--- src/rtl/srx_pkg.sv ---
package srx_pkg;
  localparam int MAX_BITS = 9;

  typedef struct packed {
    logic [MAX_BITS-1:0] data;
    logic                fe;
    logic                pe;
  } srx_frame_t;

  function automatic logic [3:0] size_to_bits(input logic [2:0] code);
    case (code)
      3'd0:    size_to_bits = 4'd5;
      3'd1:    size_to_bits = 4'd6;
      3'd2:    size_to_bits = 4'd7;
      3'd7:    size_to_bits = 4'd9;
      default: size_to_bits = 4'd8;
    endcase
  endfunction
endpackage

--- src/rtl/srx_sampler.sv ---
module srx_sampler
  import srx_pkg::*;
#(
  parameter int OVS = 16
) (
  input  logic       clk,
  input  logic       rst,
  input  logic       en,
  input  logic       tick,
  input  logic       rxd,
  input  logic [3:0] nbits,
  input  logic       par_en,
  input  logic       par_odd,
  output logic       done,
  output srx_frame_t frame
);
  localparam int CW = $clog2(OVS);
  localparam logic [CW-1:0] MID  = CW'(OVS/2 - 1);
  localparam logic [CW-1:0] LAST = CW'(OVS - 1);

  typedef enum logic [2:0] {S_IDLE, S_START, S_DATA, S_PAR, S_STOP} st_t;

  st_t                 st;
  logic [CW-1:0]       cnt;
  logic [3:0]          bitn;
  logic [MAX_BITS-1:0] sh;
  logic                pbit;
  logic [MAX_BITS-1:0] aligned;

  assign aligned = sh >> (4'(MAX_BITS) - nbits);

  always_ff @(posedge clk) begin
    if (rst || !en) begin
      st    <= S_IDLE;
      cnt   <= '0;
      bitn  <= '0;
      sh    <= '0;
      pbit  <= 1'b0;
      done  <= 1'b0;
      if (rst) frame <= '0;
    end else begin
      done <= 1'b0;
      if (tick) begin
        case (st)
          S_IDLE: begin
            cnt <= '0;
            if (!rxd) st <= S_START;
          end
          S_START: begin
            if (cnt == MID) begin
              cnt  <= '0;
              bitn <= '0;
              st   <= rxd ? S_IDLE : S_DATA;
            end else cnt <= cnt + 1'b1;
          end
          S_DATA: begin
            if (cnt == LAST) begin
              cnt  <= '0;
              sh   <= {rxd, sh[MAX_BITS-1:1]};
              bitn <= bitn + 1'b1;
              if (bitn == nbits - 4'd1) st <= par_en ? S_PAR : S_STOP;
            end else cnt <= cnt + 1'b1;
          end
          S_PAR: begin
            if (cnt == LAST) begin
              cnt  <= '0;
              pbit <= rxd;
              st   <= S_STOP;
            end else cnt <= cnt + 1'b1;
          end
          S_STOP: begin
            if (cnt == LAST) begin
              cnt        <= '0;
              frame.data <= aligned;
              frame.fe   <= ~rxd;
              frame.pe   <= par_en & (^aligned ^ pbit ^ par_odd);
              done       <= 1'b1;
              st         <= S_IDLE;
            end else cnt <= cnt + 1'b1;
          end
          default: st <= S_IDLE;
        endcase
      end
    end
  end

  p_done_pulse_r6: assert property (@(posedge clk) disable iff (rst)
    done |=> !done);
  p_off_quiet_r10: assert property (@(posedge clk) disable iff (rst)
    !en |=> !done);
endmodule

--- src/rtl/srx_fifo.sv ---
module srx_fifo
  import srx_pkg::*;
#(
  parameter int DEPTH = 2
) (
  input  logic       clk,
  input  logic       rst,
  input  logic       flush,
  input  logic       push,
  input  srx_frame_t wdata,
  input  logic       pop,
  output srx_frame_t head,
  output logic       head_ovr,
  output logic       nonempty
);
  localparam int AW  = (DEPTH > 1) ? $clog2(DEPTH) : 1;
  localparam int CTW = $clog2(DEPTH + 1);
  localparam logic [CTW-1:0] FULL = CTW'(DEPTH);

  srx_frame_t     mem [DEPTH];
  logic [DEPTH-1:0] ovr_q;
  logic [AW-1:0]  wr_ptr, rd_ptr, last_ptr;
  logic [CTW-1:0] cnt;
  logic           do_push, do_pop, lost;

  assign do_pop   = pop && (cnt != '0) && !flush;
  assign do_push  = push && !flush && ((cnt != FULL) || do_pop);
  assign lost     = push && !flush && !do_push;
  assign last_ptr = wr_ptr - 1'b1;

  always_ff @(posedge clk) begin
    if (do_push) mem[wr_ptr] <= wdata;
  end

  always_ff @(posedge clk) begin
    if (rst || flush) begin
      wr_ptr <= '0;
      rd_ptr <= '0;
      cnt    <= '0;
      ovr_q  <= '0;
    end else begin
      if (do_push) begin
        wr_ptr         <= wr_ptr + 1'b1;
        ovr_q[wr_ptr]  <= 1'b0;
      end
      if (lost) ovr_q[last_ptr] <= 1'b1;
      if (do_pop) rd_ptr <= rd_ptr + 1'b1;
      case ({do_push, do_pop})
        2'b10:   cnt <= cnt + 1'b1;
        2'b01:   cnt <= cnt - 1'b1;
        default: cnt <= cnt;
      endcase
    end
  end

  assign nonempty = (cnt != '0);
  assign head     = nonempty ? mem[rd_ptr] : '0;
  assign head_ovr = nonempty & ovr_q[rd_ptr];

  p_no_overflow_r7: assert property (@(posedge clk) disable iff (rst)
    cnt <= FULL);
  p_pop_dec_r7: assert property (@(posedge clk) disable iff (rst)
    (pop && !push && !flush && cnt != '0) |=> (cnt == $past(cnt) - 1'b1));
  p_full_hold_r8: assert property (@(posedge clk) disable iff (rst)
    (push && !pop && !flush && cnt == FULL) |=> (cnt == FULL));
endmodule

--- src/rtl/serial_rx_fifo.sv ---
module serial_rx_fifo
  import srx_pkg::*;
#(
  parameter int OVS   = 16,
  parameter int DEPTH = 2
) (
  input  logic       clk,
  input  logic       rst,
  input  logic       rx_en,
  input  logic       tick16,
  input  logic       rxd,
  input  logic [2:0] size_code,
  input  logic       par_en,
  input  logic       par_odd,
  input  logic       irq_en,
  input  logic       rd_pop,
  output logic       rx_ready,
  output logic       rx_irq,
  output logic [7:0] rx_data,
  output logic       rx_bit8,
  output logic       err_frame,
  output logic       err_over,
  output logic       err_par
);
  logic [1:0] sync_q;
  logic       done;
  srx_frame_t frame, head;
  logic       head_ovr;

  always_ff @(posedge clk) begin
    if (rst) sync_q <= 2'b11;
    else     sync_q <= {sync_q[0], rxd};
  end

  srx_sampler #(.OVS(OVS)) u_samp (
    .clk(clk), .rst(rst), .en(rx_en), .tick(tick16), .rxd(sync_q[1]),
    .nbits(size_to_bits(size_code)), .par_en(par_en), .par_odd(par_odd),
    .done(done), .frame(frame)
  );

  srx_fifo #(.DEPTH(DEPTH)) u_fifo (
    .clk(clk), .rst(rst), .flush(!rx_en), .push(done), .wdata(frame),
    .pop(rd_pop), .head(head), .head_ovr(head_ovr), .nonempty(rx_ready)
  );

  assign rx_irq    = rx_ready & irq_en;
  assign rx_data   = head.data[7:0];
  assign rx_bit8   = head.data[8];
  assign err_frame = head.fe;
  assign err_par   = head.pe;
  assign err_over  = head_ovr;

  p_flush_r10: assert property (@(posedge clk) disable iff (rst)
    !rx_en |=> !rx_ready);
endmodule

--- config.mk ---
export PLATFORM = sky130hd
export DESIGN_NAME = serial_rx_fifo
export DESIGN_NICKNAME = d
export VERILOG_FILES = /design/src/rtl/srx_pkg.sv /design/src/rtl/srx_sampler.sv /design/src/rtl/srx_fifo.sv /design/src/rtl/serial_rx_fifo.sv
export SDC_FILE = /design/constraint.sdc
export NUM_CORES = 1
export LEC_CHECK = 0
export ABC_AREA = 0
export BUFFER_PORTS_ARGS = -buffer_cell sky130_fd_sc_hd__buf_2
export CAP_MARGIN = 25
export CORE_MARGIN = 2
export CORE_UTILIZATION = 60
export CTS_CLUSTER_DIAMETER = 200
export DETAILED_ROUTE_END_ITERATION = 16
export GPL_TIMING_DRIVEN = 0
export PLACE_DENSITY = 0.8
export SYNTH_ARGS = -nofsm -noshare
export SYNTH_HDL_FRONTEND = slang
export SYNTH_SLANG_ARGS = --single-unit
--- constraint.sdc ---
create_clock -name clk -period 3.82 [get_ports clk]
set_clock_uncertainty 0.2 [all_clocks]
set_input_delay 0.382 -clock clk [delete_from_list [all_inputs] [get_ports clk]]
set_output_delay 0.382 -clock clk [all_outputs]
set_load 0.01 [all_outputs]
==> flow_summary.ini, run 1 <==
[sta]
maxSlewHeadroom_pct = 39.9
setup_tns_ps = 0
drv_slew = 0
rsz0062_at_grt = no
setup_viol = 0
finalCriticalPeriod_ps = 3210
max_freq_mhz = 311
holdWs_ps = 33.8
finalHoldViolCount = 0
max_slew.worst_pin.slew_ps = 898
fin_crit_sh_pct = 84.1

[synth]
synth.avg_cell_area_sq_um = 9.82
yosysTopAreaCellShare_pct = 29.0
synthesis.area_sq_um = 3420
synth_nets = 365
synth_area_leader_cell = edfxtp_1
synthFlopType = edfxtp_1
yosysWarnings = 0
ys_types = 66
async_reset_ff_share_pct = 0
ys_ff_latch = 64
synth.area.top_cells = edfxtp_1 (29%), dfxtp_1 (18%), mux2i_1 (7.9%)
syn_inst = 348
synth_seq_area_share_pct = 47.2
synth-edff-count = 33

[power_and_ir_drop]
irDropWorstVdd_mv = 0.232
p_leak_nw = 1.35
p_per_area_nw_per_um2 = 372

[critical_path]
worstSetupStartpointType = input pin
path_max_fanout = 10
worstRegToRegCells = 8
critPathLaunch = size_code[1]
endpoint_kind = flop
crit_required_ps = 3800
crit_type = in -> reg
r2r-start = u_samp.sh[7]$_SDFFE_PN0P_
arrival_ps = 3200

[min_path]
hp-class = in -> reg
whs_path_depth = 2
hold_start = rxd

[detailed_routing]
finalWirelength_um = 6640
vias_per_cell = 5.74
avgRoutedWirePerCell_um = 14.4
drc = 0
vias = 2640
ant_nets = 0
first_pass_iters = 4
drt_first_iter_violations = 156

[clock_network]
post_cts_resized = 0
cts_tree = done
cts_setup_buffers = 0
numCtsBuffers = 9
htreeDepth = 3
clock_latency_ps = 330
clk_pin_slew_ps = 70
cts_buffer_depth = 2
cts.sinks = 64
cts_hold_buf = 0
cts-root-buf = clkbuf_8

[grt]
grt_max_degree = 12
grt_pass1_vias = 2419
grt_pass1_wl_um = 11000
grt-ovfl-total = 0
antenna_found_initial = 0
gr-usage-all-layers_pct = 22.6

[status]
status = finished clean

[layout]
fillerInstances = 436
fin_util_pct = 69.5
drive_gt1_share_pct = 15.2
final_nets = 400
num_antenna_cells = 0
seq_area_sq_um = 1610
area_growth_pct = 12.1
multi_input_area_sq_um = 1650

[placed_design]
dp_hpwl_um = 4780
place.gp.congestion = 0.870
io_buffers = 24

[floorplan]
start_util_pct = 62.0
dieArea_sq_um = 6310
die_h_um = 79.5
core_sq_um = 5510
die_x_um = 79.5
num_rows = 27
pin_count = 26

[run]
max_cap_viol_count = 0
cell usage after synthesis (4+ instances only):
master and number:
nor2_1 58, a21o_1 5, edfxtp_1 33, nand2b_1 7, and2_1 4, ha_1 5, mux2i_1 27, xnor2_1 11
xor2_1 4, nand2_1 15, a21oi_1 21, o22ai_1 5, o21ai_0 13, and3_1 4, inv_1 10, dfxtp_1 31
or2_2 5, nor3_1 5, clkbuf_1 13, or3_1 6, nand3_1 4
path summary, 6_finish.rpt:
path	to	slack (ps)
setup / recovery	u_samp.frame[0]$_SDFFCE_PN0P_	610
hold / removal	sync_q[0]$_SDFF_PP1_	30
setup reg to reg	u_samp.frame[0]$_SDFFCE_PN0P_	1270
hold reg to reg	sync_q[1]$_SDFF_PP1_	210
cell usage in the layout, fill, tap and decap left out, drive strengths merged, types with 2 or more instances in the layout:
master and instances:
nand3 5, nand2 17, or3 6, o21ai 13, nand2b 7, inv 11
mux2i 27, nor2 58, a21o 5, ha 5, a21oi 21, xnor2 11
and2 4, nor3 5, clkinv 2, edfxtp 33, o311ai 2, a2bb2oi 2
xor2 4, or4 2, a31oi 3, a22oi 2, or2 5, a211oi 3
clkbuf 26, and3 4, a21boi 2, o22ai 5, o211ai 2, dfxtp 31
nor3b 3, buf 33, a221oi 2, nor4b 2, nor2b 2
where the power goes:
part / leakage (nW) / internal [mW] / switching [mW] / total, mW
logic: 0.686 / 0.0490 / 0.0729 / 0.122
registers: 0.563 / 0.727 / 0.00364 / 0.731
clock network: 0.0999 / 0.315 / 0.256 / 0.571
total: 1.35 / 1.09 / 0.333 / 1.42
final cells by class:
class                      count  share of cell area (%)
clock inverter                 3                   0.556
inverter                      11                    1.08
multi-input combinational    251                    43.2
buffer                        22                    2.88
tap                           72                    2.35
timing repair buffer          24                    3.14
clock buffer                  13                    4.74
sequential                    64                    42.1
registers in the layout (all words and copies together), names as in the netlist, 2 cells and up, named ones only:
signal        flops
u_fifo.ovr_q      2
u_samp.sh         9
u_samp.frame     11
u_samp.st         3
u_fifo.cnt        2
sync_q            2
u_fifo.mem       22
u_samp.bitn       4
u_samp.cnt        4
through the flow:
stage	area (sq um)	power (mW)	worst slack [ps]	instances
detailed placement	3630	0.865	303	444
finish	3830	1.42	606	460
global route	3830	1.48	465	460
CTS	3830	1.43	647	460
global placement	3630	0.862	347	444
floorplan	3420	0.835	645	348
critical path: stages:
cell and delay [ps]:
buf_2 110, buf_6 130, nand2b_1 130, buf_4 160
a21o_1 180, ha_1 190, clkbuf_1 200, and4_1 290
o21ai_0 190, a32oi_1 180, or2_2 320, a22o_1 200
or4_1 390, mux2i_1 140
cell families after synthesis:
family	synth area share [%]
simple gates	18.4
compound gates	15.7
flops	47.2
buf+inv	4.43
mux	7.91
xor+xnor	4.51
fa+ha+maj	1.83
metal layers:
layer / wire length [um] / track usage (%) / vias up
li1: - / - / 1330
met1: 3020 / 29.6 / 1242
met2: 3260 / 37.6 / 62
met3: 301 / 3.39 / 6
met4: 63 / 8.79 / 0
met5: 0 / 0 / -
No activity file was read; power rests on OpenSTA's default activity.
==> inputs of run 2 (changes only) <==
--- a/config.mk
+++ b/config.mk
@@ -5,15 +5,15 @@
 export SDC_FILE = /design/constraint.sdc
 export NUM_CORES = 1
 export LEC_CHECK = 0
-export ABC_AREA = 0
+export ABC_AREA = 1
 export BUFFER_PORTS_ARGS = -buffer_cell sky130_fd_sc_hd__buf_2
 export CAP_MARGIN = 25
 export CORE_MARGIN = 2
-export CORE_UTILIZATION = 60
+export CORE_UTILIZATION = 54
 export CTS_CLUSTER_DIAMETER = 200
 export DETAILED_ROUTE_END_ITERATION = 16
 export GPL_TIMING_DRIVEN = 0
-export PLACE_DENSITY = 0.8
+export PLACE_DENSITY = 0.76
 export SYNTH_ARGS = -nofsm -noshare
 export SYNTH_HDL_FRONTEND = slang
 export SYNTH_SLANG_ARGS = --single-unit
==> constraint.sdc (replaced) <==
create_clock -name clk -period 2.9 [get_ports clk]
set_clock_uncertainty 0.2 [all_clocks]
set_input_delay 0.29 -clock clk [delete_from_list [all_inputs] [get_ports clk]]
set_output_delay 0.29 -clock clk [all_outputs]
set_load 0.01 [all_outputs]
==> run 2 against run 1 <==
Net effect:
- first-iteration DRC count shrank 18%
- register-to-register slack got worse by 710 ps
- synthesized cell count rose by 22%
- routed wire length is 0.74% higher
==> flow_summary.ini, run 2 <==
[status]
status = finished clean

[sta]
setup_viol = 0
holdWs_ps = 77.6
fin_crit_sh_pct = 88.6
maxSlewHeadroom_pct = 35.3
drv_slew = 0
rsz0062_at_grt = no
finalHoldViolCount = 0
finalCriticalPeriod_ps = 2570
max_freq_mhz = 389
max_slew.worst_pin.slew_ps = 967
setup_tns_ps = 0

[grt]
antenna_found_initial = 0
grt-ovfl-total = 0
grt_pass1_wl_um = 11400
gr-usage-all-layers_pct = 21.9
grt_pass1_vias = 2644
grt_max_degree = 13

[critical_path]
worstPathCellList = buf_2 -> inv_1 -> nand3_1 -> buf_4 -> ha_1 -> nand3_1 -> nand2_4 -> nor2_4 -> buf_6 -> nand3_2 -> nand3_1 -> nand2_1 -> nand2_1 -> nand2_1 -> nand2_1 -> nand2_1 -> a21oi_1 -> nor2_1
endpoint_kind = flop
max_stage_delay_ps = 230
cpMostUsedCell = nand2_1
crit_type = in -> reg
crit_required_ps = 2790
path_max_fanout = 11
critPathBufInv = 4
worstSetupStartpointType = input pin
arrival_ps = 2460
r2r-start = u_fifo.cnt[0]$_SDFFE_PN0P_
crit_slowest_cell = ha_1
critPathLaunch = size_code[2]
crit_family = simple AND/OR/NAND/NOR gates

[synth]
synth_nets = 440
synth_compound_area_share_pct = 11.3
syn_inst = 423
synthSimpleGateAreaFrac_pct = 29.3
async_reset_ff_share_pct = 0
ys_types = 29
yosysWarnings = 0
synth.most_common_cell = nand2_1
synth_seq_area_share_pct = 48.6
synth_top_family_by_area = simple AND/OR/NAND/NOR gates
synth_fa_ha_area_share_pct = 1.89
netlist_top_cells_count = nand2_1 (99), nand3_1 (49), inv_1 (46)
synthFlopType = edfxtp_1
synthesis.area_sq_um = 3320
synth_area_leader_cell = edfxtp_1
muxShareOfSynthArea_pct = 0
synth-xor-area-share_pct = 1.32
yosysTopAreaCellShare_pct = 29.9
synth.avg_cell_area_sq_um = 7.84
synth.area.top_cells = edfxtp_1 (30%), dfxtp_1 (19%), nand2_1 (11%)
ys_ff_latch = 64
synth-edff-count = 33

[detailed_routing]
drc = 0
first_pass_iters = 4
vias_per_cell = 5.25
ant_nets = 0
drt_first_iter_violations = 128
finalWirelength_um = 6690
vias = 2840
avgRoutedWirePerCell_um = 12.4

[clock_network]
htreeDepth = 3
cts-root-buf = clkbuf_8
post_cts_resized = 0
cts_setup_buffers = 0
cts_hold_buf = 2
clock_latency_ps = 340
clk_pin_slew_ps = 70
cts.sinks = 64
cts_tree = done
cts_buffer_depth = 2
numCtsBuffers = 9

[placed_design]
io_buffers = 25
place_area_sq_um = 3540
dp_hpwl_um = 4910
place.gp.congestion = 0.881

[floorplan]
num_rows = 28
die_h_um = 82.4
dieArea_sq_um = 6790
pin_count = 26
start_util_pct = 56.0
core_sq_um = 5920
die_x_um = 82.4

[layout]
top_register = u_fifo.mem
final_nets = 478
reg_top3 = u_fifo.mem: 22 flops, u_samp.frame: 11 flops, u_samp.sh: 9 flops
num_antenna_cells = 0
area_growth_pct = 14.1
drive_gt1_share_pct = 13.3
fillerInstances = 523
stdcell_area_sq_um = 3790
layout_common_cells = nand2_1 (99), nand3_1 (49), inv_1 (46), nor2_1 (44), a21oi_1 (43)
final_common_cell = nand2_1
largest_register_ff_count = 22

[min_path]
hold_start = rx_en
hp-class = in -> reg

[power_and_ir_drop]
irDropWorstVdd_mv = 0.450
p_per_area_nw_per_um2 = 539
p_leak_nw = 1.58
power_mw = 2.04

[run]
max_cap_viol_count = 0
[run 2: cell count changes after synthesis, sizes merged, moves of 8 or more]
cell,delta
a21oi,+22
inv,+37
nor2,-12
o21ai,+10
xnor2,-8
mux2i,-27
nand3,+51
nand2,+87
[run 2: worst paths after layout]
| kind | endpoint | slack (ps) | depth (start not counted) |
|---|---|---|---|
| min | u_samp.done$_SDFF_PP0_ | 80 | 3 |
| max | u_samp.frame[0]$_SDFFCE_PN0P_ | 330 | 18 |
| min reg2reg | u_fifo.mem[0][6]$_DFFE_PP_ | 250 | 0 |
| max reg2reg | u_fifo.mem[0][9]$_DFFE_PP_ | 560 | 6 |
[run 2: worst reg2reg max path, cell delays in order (launching register included)]
cell and delay, ps:
dfxtp_1 400, nor2_1 120, inv_1 100, nand3_1 90
nand3b_1 120, nand3_1 160, nor2_1 770
[run 2: through the flow]
step                      std cells  util [%]  worst slack (ps)
final                           541      64.0               332
after global routing            541      64.0              34.1
after CTS                       541      64.0               347
after detailed placement        523      59.7             -6.72
after global placement          523      59.7              32.9
after floorplan                 423         -               430
[run 2: per-layer routing]
metal	track usage [%]	wire length [um]	up-vias
met1	27.5	3110	1281
met4	8.67	91	0
met2	36.2	3160	68
met5	0	0	-
met3	5.33	327	11
li1	-	-	1480
[run 2: report_power, final]
group          internal (mW)  switching, mW  total [mW]
clock                  0.534          0.336       0.870
sequential             0.960        0.00542       0.966
combinational         0.0720          0.132       0.204
total                   1.57          0.474        2.04
[run 2: cell families after synthesis]
| family | after synthesis |
|---|---|
| compound gates | 72 |
| xor+xnor | 5 |
| fa+ha+maj | 5 |
| buf+inv | 61 |
| flops | 64 |
| simple gates | 216 |
[run 2: final cells by class]
class / count / area, sq um / area share, %
repair buffers: 27 / 145 / 3.83
multi-input cells: 298 / 1450 / 38.4
clock buffers: 11 / 153 / 4.03
flip-flops and latches: 64 / 1610 / 42.6
well taps: 75 / 93.8 / 2.48
inverters: 49 / 184 / 4.86
clock inverters: 5 / 77.6 / 2.05
plain buffers: 12 / 68.8 / 1.82
==> inputs of run 3 (changes only) <==
--- a/config.mk
+++ b/config.mk
@@ -5,7 +5,7 @@
 export SDC_FILE = /design/constraint.sdc
 export NUM_CORES = 1
 export LEC_CHECK = 0
-export ABC_AREA = 1
+export ABC_AREA = 0
 export BUFFER_PORTS_ARGS = -buffer_cell sky130_fd_sc_hd__buf_2
 export CAP_MARGIN = 25
 export CORE_MARGIN = 2
==> run 3 against run 2 <==
Net effect:
- sequential share of layout area fell by 1.6 points
- global-route usage fell by 0.70 points
- cell count fell by 14%
- register-to-register slack got worse by 290 ps
- sequential cell count did not move
- clock power fell by 4.0%
- first-iteration DRC count rose by 28%
- non-clock buffer count rose by 9
- utilization rose by 1.4 points
- sequential power fell by 0.4%
- critical path type unchanged
- largest cell class is now multi-input gates
- largest power group unchanged
==> flow_summary.ini, run 3 (same netlist as run 1, synthesis figures left out) <==
[status]
status = finished clean

[layout]
fillerInstances = 495
multi_input_area_sq_um = 1690
drive_gt1_share_pct = 17.7
largest_register_ff_count = 22
num_antenna_cells = 0
layout_common_cells = nor2_1 (58), edfxtp_1 (33), dfxtp_1 (31), mux2i_1 (27), buf_2 (25)
reg_top3 = u_fifo.mem: 22 flops, u_samp.frame: 11 flops, u_samp.sh: 9 flops
seq_area_sq_um = 1610
area_growth_pct = 15.3
final_nets = 402
top_register = u_fifo.mem
final_common_cell = nor2_1

[critical_path]
critPathLaunch = size_code[1]
path_max_fanout = 10
worstSetupStartpointType = input pin
r2r-start = u_samp.sh[7]$_SDFFE_PN0P_
arrival_ps = 2800
crit_type = in -> reg
crit_required_ps = 2900
worstRegToRegCells = 8
crit_end = u_samp.frame[0]$_SDFFCE_PN0P_
endpoint_kind = flop
rrSetupSlack_ps = 270
timing.rr.end = u_samp.frame[0]$_SDFFCE_PN0P_

[detailed_routing]
finalWirelength_um = 6980
drc = 0
drt_first_iter_violations = 164
avgRoutedWirePerCell_um = 15.0
vias = 2671
vias_per_cell = 5.74
ant_nets = 0
first_pass_iters = 4

[placed_design]
dp_hpwl_um = 4950
io_buffers = 24
place.gp.congestion = 0.894

[sta]
finalCriticalPeriod_ps = 2800
setup_viol = 0
max_slew.worst_pin.slew_ps = 902
maxSlewHeadroom_pct = 39.7
fin_crit_sh_pct = 96.5
rsz0062_at_grt = no
holdWs_ps = 66.5
max_freq_mhz = 357
drv_slew = 0
finalHoldViolCount = 0

[grt]
grt_util_met2_pct = 34.8
gr-usage-met3_pct = 5.34
gr-usage-all-layers_pct = 21.2
grt-ovfl-total = 0
grt_most_used_layer = met2
grt_pass1_vias = 2542
grt_max_degree = 13
grt_pass1_wl_um = 12100
antenna_found_initial = 0
use_met1_pct = 27.5

[floorplan]
core_sq_um = 6030
dieArea_sq_um = 6980
num_rows = 28
die_h_um = 83.5
start_util_pct = 56.7
pin_count = 26
die_x_um = 83.5

[clock_network]
cts_buffer_depth = 2
clock_latency_ps = 340
cts.sinks = 64
clk_pin_slew_ps = 80
htreeDepth = 3
cts_tree = done
cts-root-buf = clkbuf_8
numCtsBuffers = 9

[power_and_ir_drop]
irDropWorstVdd_mv = 0.336
power_mw = 1.97
p_leak_nw = 1.40
p_per_area_nw_per_um2 = 501

[min_path]
hp-class = in -> reg

[run]
max_cap_viol_count = 0
[run 3: worst min path at each step]
stage,startpoint,endpoint,slack (ps),depth (start not counted)
after floorplan,rst,u_samp.done$_SDFF_PP0_,160,1
after CTS,rx_en,u_samp.done$_SDFF_PP0_,70,3
final,rx_en,u_samp.done$_SDFF_PP0_,70,3
after global routing,rx_en,u_samp.done$_SDFF_PP0_,100,3
after detailed placement,sync_q[0]$_SDFF_PP1_,sync_q[1]$_SDFF_PP1_,200,1
after global placement,sync_q[0]$_SDFF_PP1_,sync_q[1]$_SDFF_PP1_,190,1
[run 3: area by class of cell]
type | instances | area share (%)
Sequential cell | 64 | 40.9
Multi-Input combinational cell | 251 | 43.0
Tap cell | 75 | 2.38
Clock buffer | 11 | 4.13
Timing Repair Buffer | 27 | 3.81
Buffer | 21 | 3.18
Inverter | 11 | 1.05
Clock inverter | 5 | 1.52
[run 3: what timing repair did]
item,4_1_cts,5_1_grt
endpoints found under the hold margin,4,0
setup endpoints to repair,0,1
hold buffers,3,0
gates resized for setup,0,10
buffers inserted,0,0
[run 3: power breakdown]
part           total [mW]  switching, mW  internal (mW)
registers           0.962        0.00437          0.958
logic               0.177          0.100         0.0770
clock network       0.835          0.358          0.476
total                1.97          0.463           1.51
[run 3: routing by layer]
layer / vias up / part of all wire, % / wire [um]
li1: 1332 / - / -
met5: - / 0 / 0
met1: 1250 / 45 / 3140
met3: 11 / 4.7 / 329
met4: 0 / 1.5 / 106
met2: 78 / 49 / 3410
[run 3: per-stage QoR]
step	std cells	TNS, ps	cell area (sq um)	setup slack (ps)	util, %
finish	465	0	3940	102	65.4
global route	465	0	3940	13.0	65.4
CTS	466	0	3910	7.07	64.8
detailed placement	447	-533	3650	-337	60.6
global placement	447	-407	3650	-334	60.6
floorplan	348	0	3440	2.07	-
[run 3: worst max-delay path, cell delays in order]
cell,delay [ps]
buf_2,120
buf_6,140
nand2b_4,130
buf_6,130
a21o_1,200
ha_2,190
buf_8,130
and4_4,200
o21ai_2,120
a32oi_2,150
or2_4,250
a22o_1,190
or4_1,390
mux2i_1,130
